[src/rtl/baud_pkg.sv]
package baud_pkg;
    localparam int PRE_MAX = 39;
    localparam int PRE_W   = $clog2(PRE_MAX);

    typedef enum logic [2:0] {
        PS_DIV1  = 3'b000,
        PS_DIV3  = 3'b001,
        PS_DIV4  = 3'b010,
        PS_DIV13 = 3'b011,
        PS_DIV39 = 3'b100
    } presc_code_e;

    // terminal count of the prescaler (ratio minus one)
    function automatic logic [PRE_W-1:0] presc_last(input logic [2:0] code);
        logic [PRE_W-1:0] r;
        if (code[2]) r = PRE_W'(PRE_MAX - 1);
        else begin
            unique case (presc_code_e'(code))
                PS_DIV1:  r = PRE_W'(0);
                PS_DIV3:  r = PRE_W'(2);
                PS_DIV4:  r = PRE_W'(3);
                PS_DIV13: r = PRE_W'(12);
                default:  r = PRE_W'(0);
            endcase
        end
        return r;
    endfunction
endpackage

[src/rtl/tick_counter.sv]
module tick_counter #(
    parameter int W = 4
) (
    input  logic         clk,
    input  logic         rst_n,
    input  logic         clr,
    input  logic         adv,
    input  logic [W-1:0] last,
    output logic         hit
);
    logic [W-1:0] cnt;

    always_ff @(posedge clk) begin
        if (!rst_n)       cnt <= '0;
        else if (clr)     cnt <= '0;
        else if (adv)     cnt <= (cnt == last) ? '0 : cnt + W'(1);
    end

    assign hit = adv && (cnt == last);

    // a counter never runs past the terminal count it was cleared for
    p_count_bounded_r3: assert property (@(posedge clk) disable iff (!rst_n)
        cnt <= last);
endmodule

[src/rtl/baud_enable_chain.sv]
module baud_enable_chain
    import baud_pkg::*;
#(
    parameter int EXT_PRESC  = 1,
    parameter int RATE_BITS  = 3,
    parameter int OVERSAMPLE = 16
) (
    input  logic                 clk,
    input  logic                 rst_n,
    input  logic                 cfg_we,
    input  logic [2:0]           cfg_presc,
    input  logic [RATE_BITS-1:0] cfg_rate,
    output logic                 rt_tick,
    output logic                 bit_tick
);
    localparam int RATE_CW = (1 << RATE_BITS) - 1;
    localparam int BIT_W   = $clog2(OVERSAMPLE);

    logic [2:0]           presc_q;
    logic [RATE_BITS-1:0] rate_q;
    logic                 load;
    logic                 pre_hit, rt_hit, bit_hit;
    logic [PRE_W-1:0]     pre_last;
    logic [RATE_CW-1:0]   rate_last;
    logic [2:0]           presc_in;

    generate
        if (EXT_PRESC != 0) begin : g_ext
            assign presc_in = cfg_presc;
        end else begin : g_base
            assign presc_in = {1'b0, cfg_presc[1:0]};
        end
    endgenerate

    assign load = cfg_we && rst_n;

    always_ff @(posedge clk) begin
        if (!rst_n)    presc_q <= PS_DIV1;
        else if (load) presc_q <= presc_in;
    end

    // rate exponent keeps its value through reset
    always_ff @(posedge clk) begin
        if (load) rate_q <= cfg_rate;
    end

    assign pre_last  = presc_last(presc_q);
    assign rate_last = {RATE_CW{1'b1}} >> (RATE_CW - int'(rate_q));

    tick_counter #(.W(PRE_W)) u_pre (
        .clk(clk), .rst_n(rst_n), .clr(load), .adv(1'b1),
        .last(pre_last), .hit(pre_hit));

    tick_counter #(.W(RATE_CW)) u_rate (
        .clk(clk), .rst_n(rst_n), .clr(load), .adv(pre_hit),
        .last(rate_last), .hit(rt_hit));

    tick_counter #(.W(BIT_W)) u_bit (
        .clk(clk), .rst_n(rst_n), .clr(load), .adv(rt_hit),
        .last(BIT_W'(OVERSAMPLE - 1)), .hit(bit_hit));

    always_ff @(posedge clk) begin
        if (!rst_n || load) begin
            rt_tick  <= 1'b0;
            bit_tick <= 1'b0;
        end else begin
            rt_tick  <= rt_hit;
            bit_tick <= bit_hit;
        end
    end

    // the 1x strobe only appears together with a 16x strobe
    p_bit_in_rt_r4: assert property (@(posedge clk) disable iff (!rst_n)
        bit_tick |-> rt_tick);

    // strobes are one cycle wide unless the whole period is one cycle
    p_single_rt_r5: assert property (@(posedge clk) disable iff (!rst_n)
        (rt_tick && !(pre_last == '0 && rate_last == '0)) |=> !rt_tick);

    p_single_bit_r5: assert property (@(posedge clk) disable iff (!rst_n)
        bit_tick |=> !bit_tick);

    // the cycle after a load is quiet on both strobes
    p_quiet_load_r6: assert property (@(posedge clk) disable iff (!rst_n)
        cfg_we |=> (!rt_tick && !bit_tick));

    // leaving reset, the prescaler sits at divide-by-one
    p_presc_reset_r7: assert property (@(posedge clk) disable iff (!rst_n)
        $rose(rst_n) |-> (presc_q == 3'b000));

    // the rate exponent moves only on a load
    p_rate_hold_r8: assert property (@(posedge clk) disable iff (!rst_n)
        !cfg_we |=> $stable(rate_q));
endmodule

[config.mk]
export PLATFORM = sky130hd
export DESIGN_NAME = baud_enable_chain
export DESIGN_NICKNAME = d
export VERILOG_FILES = /design/src/rtl/baud_pkg.sv /design/src/rtl/tick_counter.sv /design/src/rtl/baud_enable_chain.sv
export SDC_FILE = /design/constraint.sdc
export NUM_CORES = 1
export LEC_CHECK = 0
export BUFFER_PORTS_ARGS = -buffer_cell sky130_fd_sc_hd__buf_2
export CORE_ASPECT_RATIO = 1.75
export CORE_MARGIN = 2
export CORE_UTILIZATION = 35
export CTS_CLUSTER_SIZE = 40
export DETAILED_ROUTE_END_ITERATION = 10
export PLACE_DENSITY_LB_ADDON = 0.1
export SLEW_MARGIN = 20
export SYNTH_ARGS = -nofsm -noshare
export SYNTH_HDL_FRONTEND = slang
export SYNTH_HIERARCHICAL = 1
export SYNTH_SLANG_ARGS = --single-unit
export TNS_END_PERCENT = 5
[constraint.sdc]
create_clock -name clk -period 2.7 [get_ports clk]
set_clock_uncertainty 0.05 [all_clocks]
set_input_delay 0.675 -clock clk [delete_from_list [all_inputs] [get_ports clk]]
set_output_delay 0.675 -clock clk [all_outputs]
set_load 0.01 [all_outputs]
After elaboration in Yosys (flattened, before gate mapping)

Cells that the tools add are included.

$add $sub $neg: 4
Equality and inequality tests: 6
Shift operators: 1
Multiplexer cells: 4
Bitwise logic cells: 1
Reductions and logical operators: 7

Operators with widths:

| operator                                           | count |
|---|---|
| right shift 7 x 32 -> 7 bit (first input constant) | 1 |
| one-hot mux 4 bit (3 select lines)                 | 1 |
| adder 7 x 1 -> 7 bit (second input constant)       | 1 |
| == test 7 bit                                      | 1 |
| 2-to-1 mux 7 bit                                   | 1 |
| adder 6 x 1 -> 6 bit (second input constant)       | 1 |
| == test 3 x 2 -> 1 bit (second input constant)     | 2 |
| == test 6 bit                                      | 1 |
| 2-to-1 mux 6 bit                                   | 1 |
| adder 4 x 1 -> 4 bit (second input constant)       | 1 |
| == test 4 bit (second input constant)              | 1 |
| 2-to-1 mux 4 bit                                   | 1 |
| subtractor 3 x 3 -> 4 bit (first input constant)   | 1 |
| == test 3 x 1 -> 1 bit (second input constant)     | 1 |
| logical AND 1 bit                                  | 3 |
| OR reduction 3 bit                                 | 1 |
| OR reduction 2 bit                                 | 1 |
| logical NOT 1 bit                                  | 1 |
| logical OR 1 bit                                   | 1 |
| NOT 1 bit                                          | 1 |

Register bits after elaboration: 25
Input port bits: 9
Output and inout bits: 2
Logic and storage cells: 30

Longest topological paths before layout

Depth after elaboration: 6
Gate-level depth with buffers: 12
Depth with buffers taken out: 10

Cells and area by module

The synthesis kept the hierarchy.

By module, submodules not included:

| module                | instances | cells each | area each (um^2) | seq. area each (um^2) |
|---|---|---|---|---|
| tick_counter (u_rate) | 1         | 48         | 481.7            | 140.1 |
| tick_counter (u_pre)  | 1         | 37         | 374.1            | 120.1 |
| baud_enable_chain     | 1         | 31         | 360.3            | 190.2 |
| tick_counter (u_bit)  | 1         | 25         | 249.0            | 80.1 |

Worst setup path after synthesis

Ideal clock, no wire load.

Path type: reg-to-reg
Start point: reg presc_q[0]
End point: reg u_bit.cnt[3]
Setup time: 0.086 ns
Arrival: 2.341 ns
Required time: 2.564 ns
Path slack: 0.223 ns
Stages on the path, launching flop included: 13
Path buffers: 2
Clock period less this slack: 2.477 ns
Cell sequence: dfxtp_1 > xnor2_1 > nand2b_1 > xor2_1 > nor3_2 > and2_2 > buf_2 > and4_1 > buf_6 > and2_1 > nand4_1 > xor2_1 > a211oi_1

Longest elaborated chain between the ends: 5
Elaborated cells between the ends (all ways): 7
Classes of those cells: eq/ne: 4; mux: 2; reduce/logical: 1

Ends and longest elaborated chain:

| what                                                             | RTL line                | source |
|---|---|---|
| start: declaration                                               | baud_enable_chain.sv:19 | `logic [2:0] presc_q;` |
| start signal: assignment                                         | baud_enable_chain.sv:39 | `else if (load) presc_q <= presc_in;` |
| == test 3 x 2 -> 1 bit or == test 3 x 1 -> 1 bit (tied branches) | baud_pkg.sv:18          | `unique case (presc_code_e'(code))` |
| one-hot mux 4 bit (3 select lines) (*)                           | baud_pkg.sv:18          |  |
| 2-to-1 mux 6 bit (*)                                             | baud_pkg.sv:16          | `if (code[2]) r = PRE_W'(PRE_MAX - 1);` |
| named net pre_last[1]                                            | baud_enable_chain.sv:23 | `logic [PRE_W-1:0] pre_last;` |
| == test 6 bit (*)                                                | tick_counter.sv:19      | `assign hit = adv && (cnt == last);` |
| named net pre_hit                                                | baud_enable_chain.sv:22 | `logic pre_hit, rt_hit, bit_hit;` |
| logical AND 1 bit (*)                                            | tick_counter.sv:19      |  |
| named net rt_hit                                                 | baud_enable_chain.sv:22 |  |
| end signal: assignment                                           | tick_counter.sv:16      | `else if (adv) cnt <= (cnt == last) ? '0 : cnt + W'(1);` |
| end: declaration                                                 | tick_counter.sv:11      | `logic [W-1:0] cnt;` |

Mark *: on every way through the listed nets, which the timed path passes. The rest lies on a longest branch.
A chain may end at the register's enable or synchronous reset.

Worst setup path after layout

Start point: reg presc_q[2]
End point: reg u_bit.cnt[3]

Longest elaborated chain between the ends: 5
Elaborated cells between the ends (all ways): 7
Classes of those cells: eq/ne: 4; mux: 2; reduce/logical: 1

Ends and longest elaborated chain:

| what                                                             | RTL line |
|---|---|
| == test 3 x 2 -> 1 bit or == test 3 x 1 -> 1 bit (tied branches) | baud_pkg.sv:18 |
| one-hot mux 4 bit (3 select lines)                               | baud_pkg.sv:18 |
| 2-to-1 mux 6 bit (*)                                             | baud_pkg.sv:16 |
| named net pre_last[3]                                            | baud_enable_chain.sv:23 |
| == test 6 bit (*)                                                | tick_counter.sv:19 |
| named net pre_hit                                                | baud_enable_chain.sv:22 |
| logical AND 1 bit (*)                                            | tick_counter.sv:19 |
| named net rt_hit                                                 | baud_enable_chain.sv:22 |

Marks and branches as above.

==> metrics.md <==
| Metric | Value |
|---|---|
| Post-synthesis cell area | `0.00147 mm^2` |
| Post-layout instance area | `0.00160 mm^2` |
| Worst EP required | `2830 ps` |
| CTS tree | `yes` |
| Fin crit period | `2390 ps` |
| Post-synth top area share | `30.1%` |
| Arrival time worst endpoint | `2520 ps` |
| Via count | `1047` |
| Chip height | `89.6 um` |
| WL per Instance | `13.6 um` |
| First-pass GRT wire length | `4.56 mm` |
| CP cell instances | `and3b_1 -> xnor2_1 -> and4_4 -> and2_2 -> and4_1 -> and2_1 -> nand4_1 -> xor2_1 -> a211oi_1` |
| Placer Congestion | `0.752` |
| Clk slew on worst S/H paths | `90 ps` |
| Synth Register Bits | `25` |
| Worst R2R Path Depth | `9` |
| Die Footprint | `0.00474 mm^2` |
| Min-delay worst type | `reg -> reg` |
| Crit share post-route | `88.6%` |
| Core Footprint | `0.00407 mm^2` |
| Area grow syn2layout | `9.14%` |
| Later-pin clock latency in the skew report | `260 ps` |
| Clock buffer depth | `2` |
| Crit Path Class | `reg -> reg` |
| Die span in x | `52.9 um` |
| Pins over their slew limit | `0` |
| Root Driver | `clkbuf_8` |
| Cell Count, Final, Fillers Out | `204` |
| Crit-path max FO | `8` |
| CTS buffer count | `3` |
| RSZ-0062 raised after global routing | `no` |
| Flop2flop setup slack | `310 ps` |
| Setup crit end kind | `flop` |
| Number of vias per cell | `5.13` |
| Finished Core Util | `39.3%` |
| Largest stage delay, worst path | `420 ps` |
| Bufs and invs on worst path | `0` |
| CP delay by family, top | `simple AND/OR/NAND/NOR gates` |
| Slowest stage cell, crit path | `dfxtp_1` |
| Synth unique cells | `41` |
| Gr ovfl total | `0` |
| Initial Util | `36.0%` |
| CP Depth | `9` |
| Sink Count | `25` |
| Post-CTS Setup Bufs | `0` |
| Synth Warn # | `6` |
| Placement Cell Area | `0.00155 mm^2` |
| PD cells | `441 mW/mm^2` |
| H-Tree Depth | `1` |
| CTS Hold Bufs | `0` |
| Status | `complete, no violations` |
| Cell taking the most area after synthesis | `dfxtp_1` |
| Fmax | `418 MHz` |
| # nets final | `168` |
| Max Cap Violations | `0` |
| Crit path capture | `u_bit/cnt[3]$_SDFFE_PP0P_` |
| Max VDD drop | `278 uV` |
| Placed cells | `200` |
| Initial antenna violation count | `0` |
| Worst setup SP type | `flop` |
| Final hold vios | `0` |
| Routed Antenna Nets | `0` |
| Iteration count of the initial detailed-routing pass | `4` |
| Sequential area share after synthesis | `36.2%` |
| Mean area per synthesized cell | `10.4 um^2` |
| Diode count | `0` |
| FF-to-FF Start | `presc_q[2]$_SDFFE_PN0P_` |
| Share of cells above drive strength 1 | `19.4%` |
| Area contributors post-synth | `dfxtp_1, xor2_1, a211oi_1` |
| DRC viols | `0` |
| Gr usage total | `13.1%` |
| # IOs | `11` |
| Synthesized netlist cell count | `141` |
| Critical path origin | `presc_q[2]$_SDFFE_PN0P_` |
| Cell Rows | `31` |
| Cts repair resizes | `0` |
| Largest net degree at the start of global routing | `14` |
| Routed wire length | `2.78 mm` |
| Leakage power total | `0.000646 uW` |
| Final Setup Violations | `0` |
| DP HPWL | `2.21 mm` |
| # port buffers | `10` |
| 1st-iter DRT viols | `23` |
| Setup total negative slack | `0 ps` |
| R2R Path End | `u_bit/cnt[3]$_SDFFE_PP0P_` |
| Vias in the first global route | `1041` |
kinds of logic after synthesis:
kind of cell / after synthesis / synth area share, %
AOI/OAI and AO/OA: 28 / 15.0
xor gates and xnor gates: 28 / 17.3
adders and majority gates: 3 / 2.56
buffers and inverters: 8 / 4.35
DFF: 25 / 36.2
muxes: 6 / 4.10
other: 2 / 0.513
and+or+nand+nor: 41 / 20.0
synth_stat cells:
library cell	n
clkbuf_2	2
nand2_1	3
xor2_2	1
xnor2_1	10
and2_2	3
and2b_1	1
and3_2	1
o2111ai_1	2
buf_2	1
o21ai_0	1
nand2b_1	4
buf_4	2
xor2_1	17
a21o_2	3
a21o_1	1
ha_1	3
edfxtp_1	3
o21a_1	1
nor4_4	1
and4_4	1
buf_6	3
and2_1	2
a21oi_1	3
or2_1	1
a211oi_1	13
a41o_1	2
and2_4	1
and4_1	1
and3b_1	3
nand4_1	5
nand3_1	4
a221oi_2	1
conb_1	2
or2b_1	1
or3_1	2
nor2b_1	4
mux2i_1	6
nor3_2	2
o41ai_1	1
nor3b_1	1
dfxtp_1	22
report_power, final:
group	internal, uW	leakage, uW	total (uW)	switching, uW
combinational	41.5	0.000417	88.7	47.2
sequential	385	0.000206	398	12.9
clock	105	0.0000228	219	113
worst reg2reg max path, stage by stage, from the launching register on:
cell	delay, ps
dfxtp_1	420
and3b_1	210
xnor2_1	140
and4_4	290
and2_2	250
and4_1	220
and2_1	250
nand4_1	150
xor2_1	160
a211oi_1	160
how the worst min path moves through the flow:
stage                         startpoint                         to  cells past startpoint  slack (ps)
5_1_grt                      cfg_rate[2]        rate_q[2]$_DFFE_PP_                      1         520
3_5_place_dp   u_pre/cnt[5]$_SDFFE_PP0P_  u_pre/cnt[5]$_SDFFE_PP0P_                      2         490
6_report       u_pre/cnt[5]$_SDFFE_PP0P_  u_pre/cnt[5]$_SDFFE_PP0P_                      2         500
2_1_floorplan  u_pre/cnt[5]$_SDFFE_PP0P_  u_pre/cnt[5]$_SDFFE_PP0P_                      2         450
3_3_place_gp   u_pre/cnt[5]$_SDFFE_PP0P_  u_pre/cnt[5]$_SDFFE_PP0P_                      2         470
4_1_cts        u_pre/cnt[5]$_SDFFE_PP0P_  u_pre/cnt[5]$_SDFFE_PP0P_                      2         500
cells in the final DEF, fill, tap and decap left out, types with 2 or more instances in the layout:
cell / n
or3_1: 2
and2_2: 3
xnor2_1: 10
nand4_1: 5
nand2b_1: 4
and3b_1: 3
edfxtp_1: 3
a41o_1: 2
nand2_1: 3
buf_2: 10
o2111ai_1: 2
xor2_1: 17
and2_1: 2
clkbuf_8: 3
a21oi_1: 3
dfxtp_1: 22
a211oi_1: 13
nand3_1: 4
buf_4: 3
a21o_2: 3
conb_1: 7
nor2b_1: 4
ha_1: 3
mux2i_1: 6
nor3_2: 2
sequential cells by signal, indices dropped and copies added, names as in the netlist:
signal,flops
presc_q,3
rt_tick,1
u_bit/cnt,4
rate_q,3
u_pre/cnt,6
bit_tick,1
u_rate/cnt,7
metal layers:
| layer | vias to the layer above | wire length [um] | global-route usage, % |
|---|---|---|---|
| li1 | 534 | - | - |
| met1 | 498 | 1110 | 13.5 |
| met2 | 13 | 1590 | 25.7 |
| met3 | 2 | 51 | 1.49 |
| met4 | 0 | 24 | 5.13 |
| met5 | - | 0 | 0 |
area by class of cell:
type                       instances  area, um^2
timing repair buffer              13        72.6
multi-input combinational        113         890
fill                             430        2470
sequential                        25         531
tap                               49        61.3
clock buffer                       4        45.0
through the flow:
stage / setup slack [ps] / power, uW / hold slack [ps]
finish: 307 / 705 / 500
global route: 55.5 / 739 / 518
CTS: 291 / 713 / 501
detailed placement: 321 / 495 / 489
global placement: 364 / 493 / 471
floorplan: 223 / 473 / 447
(Power assumes the default switching activity.)
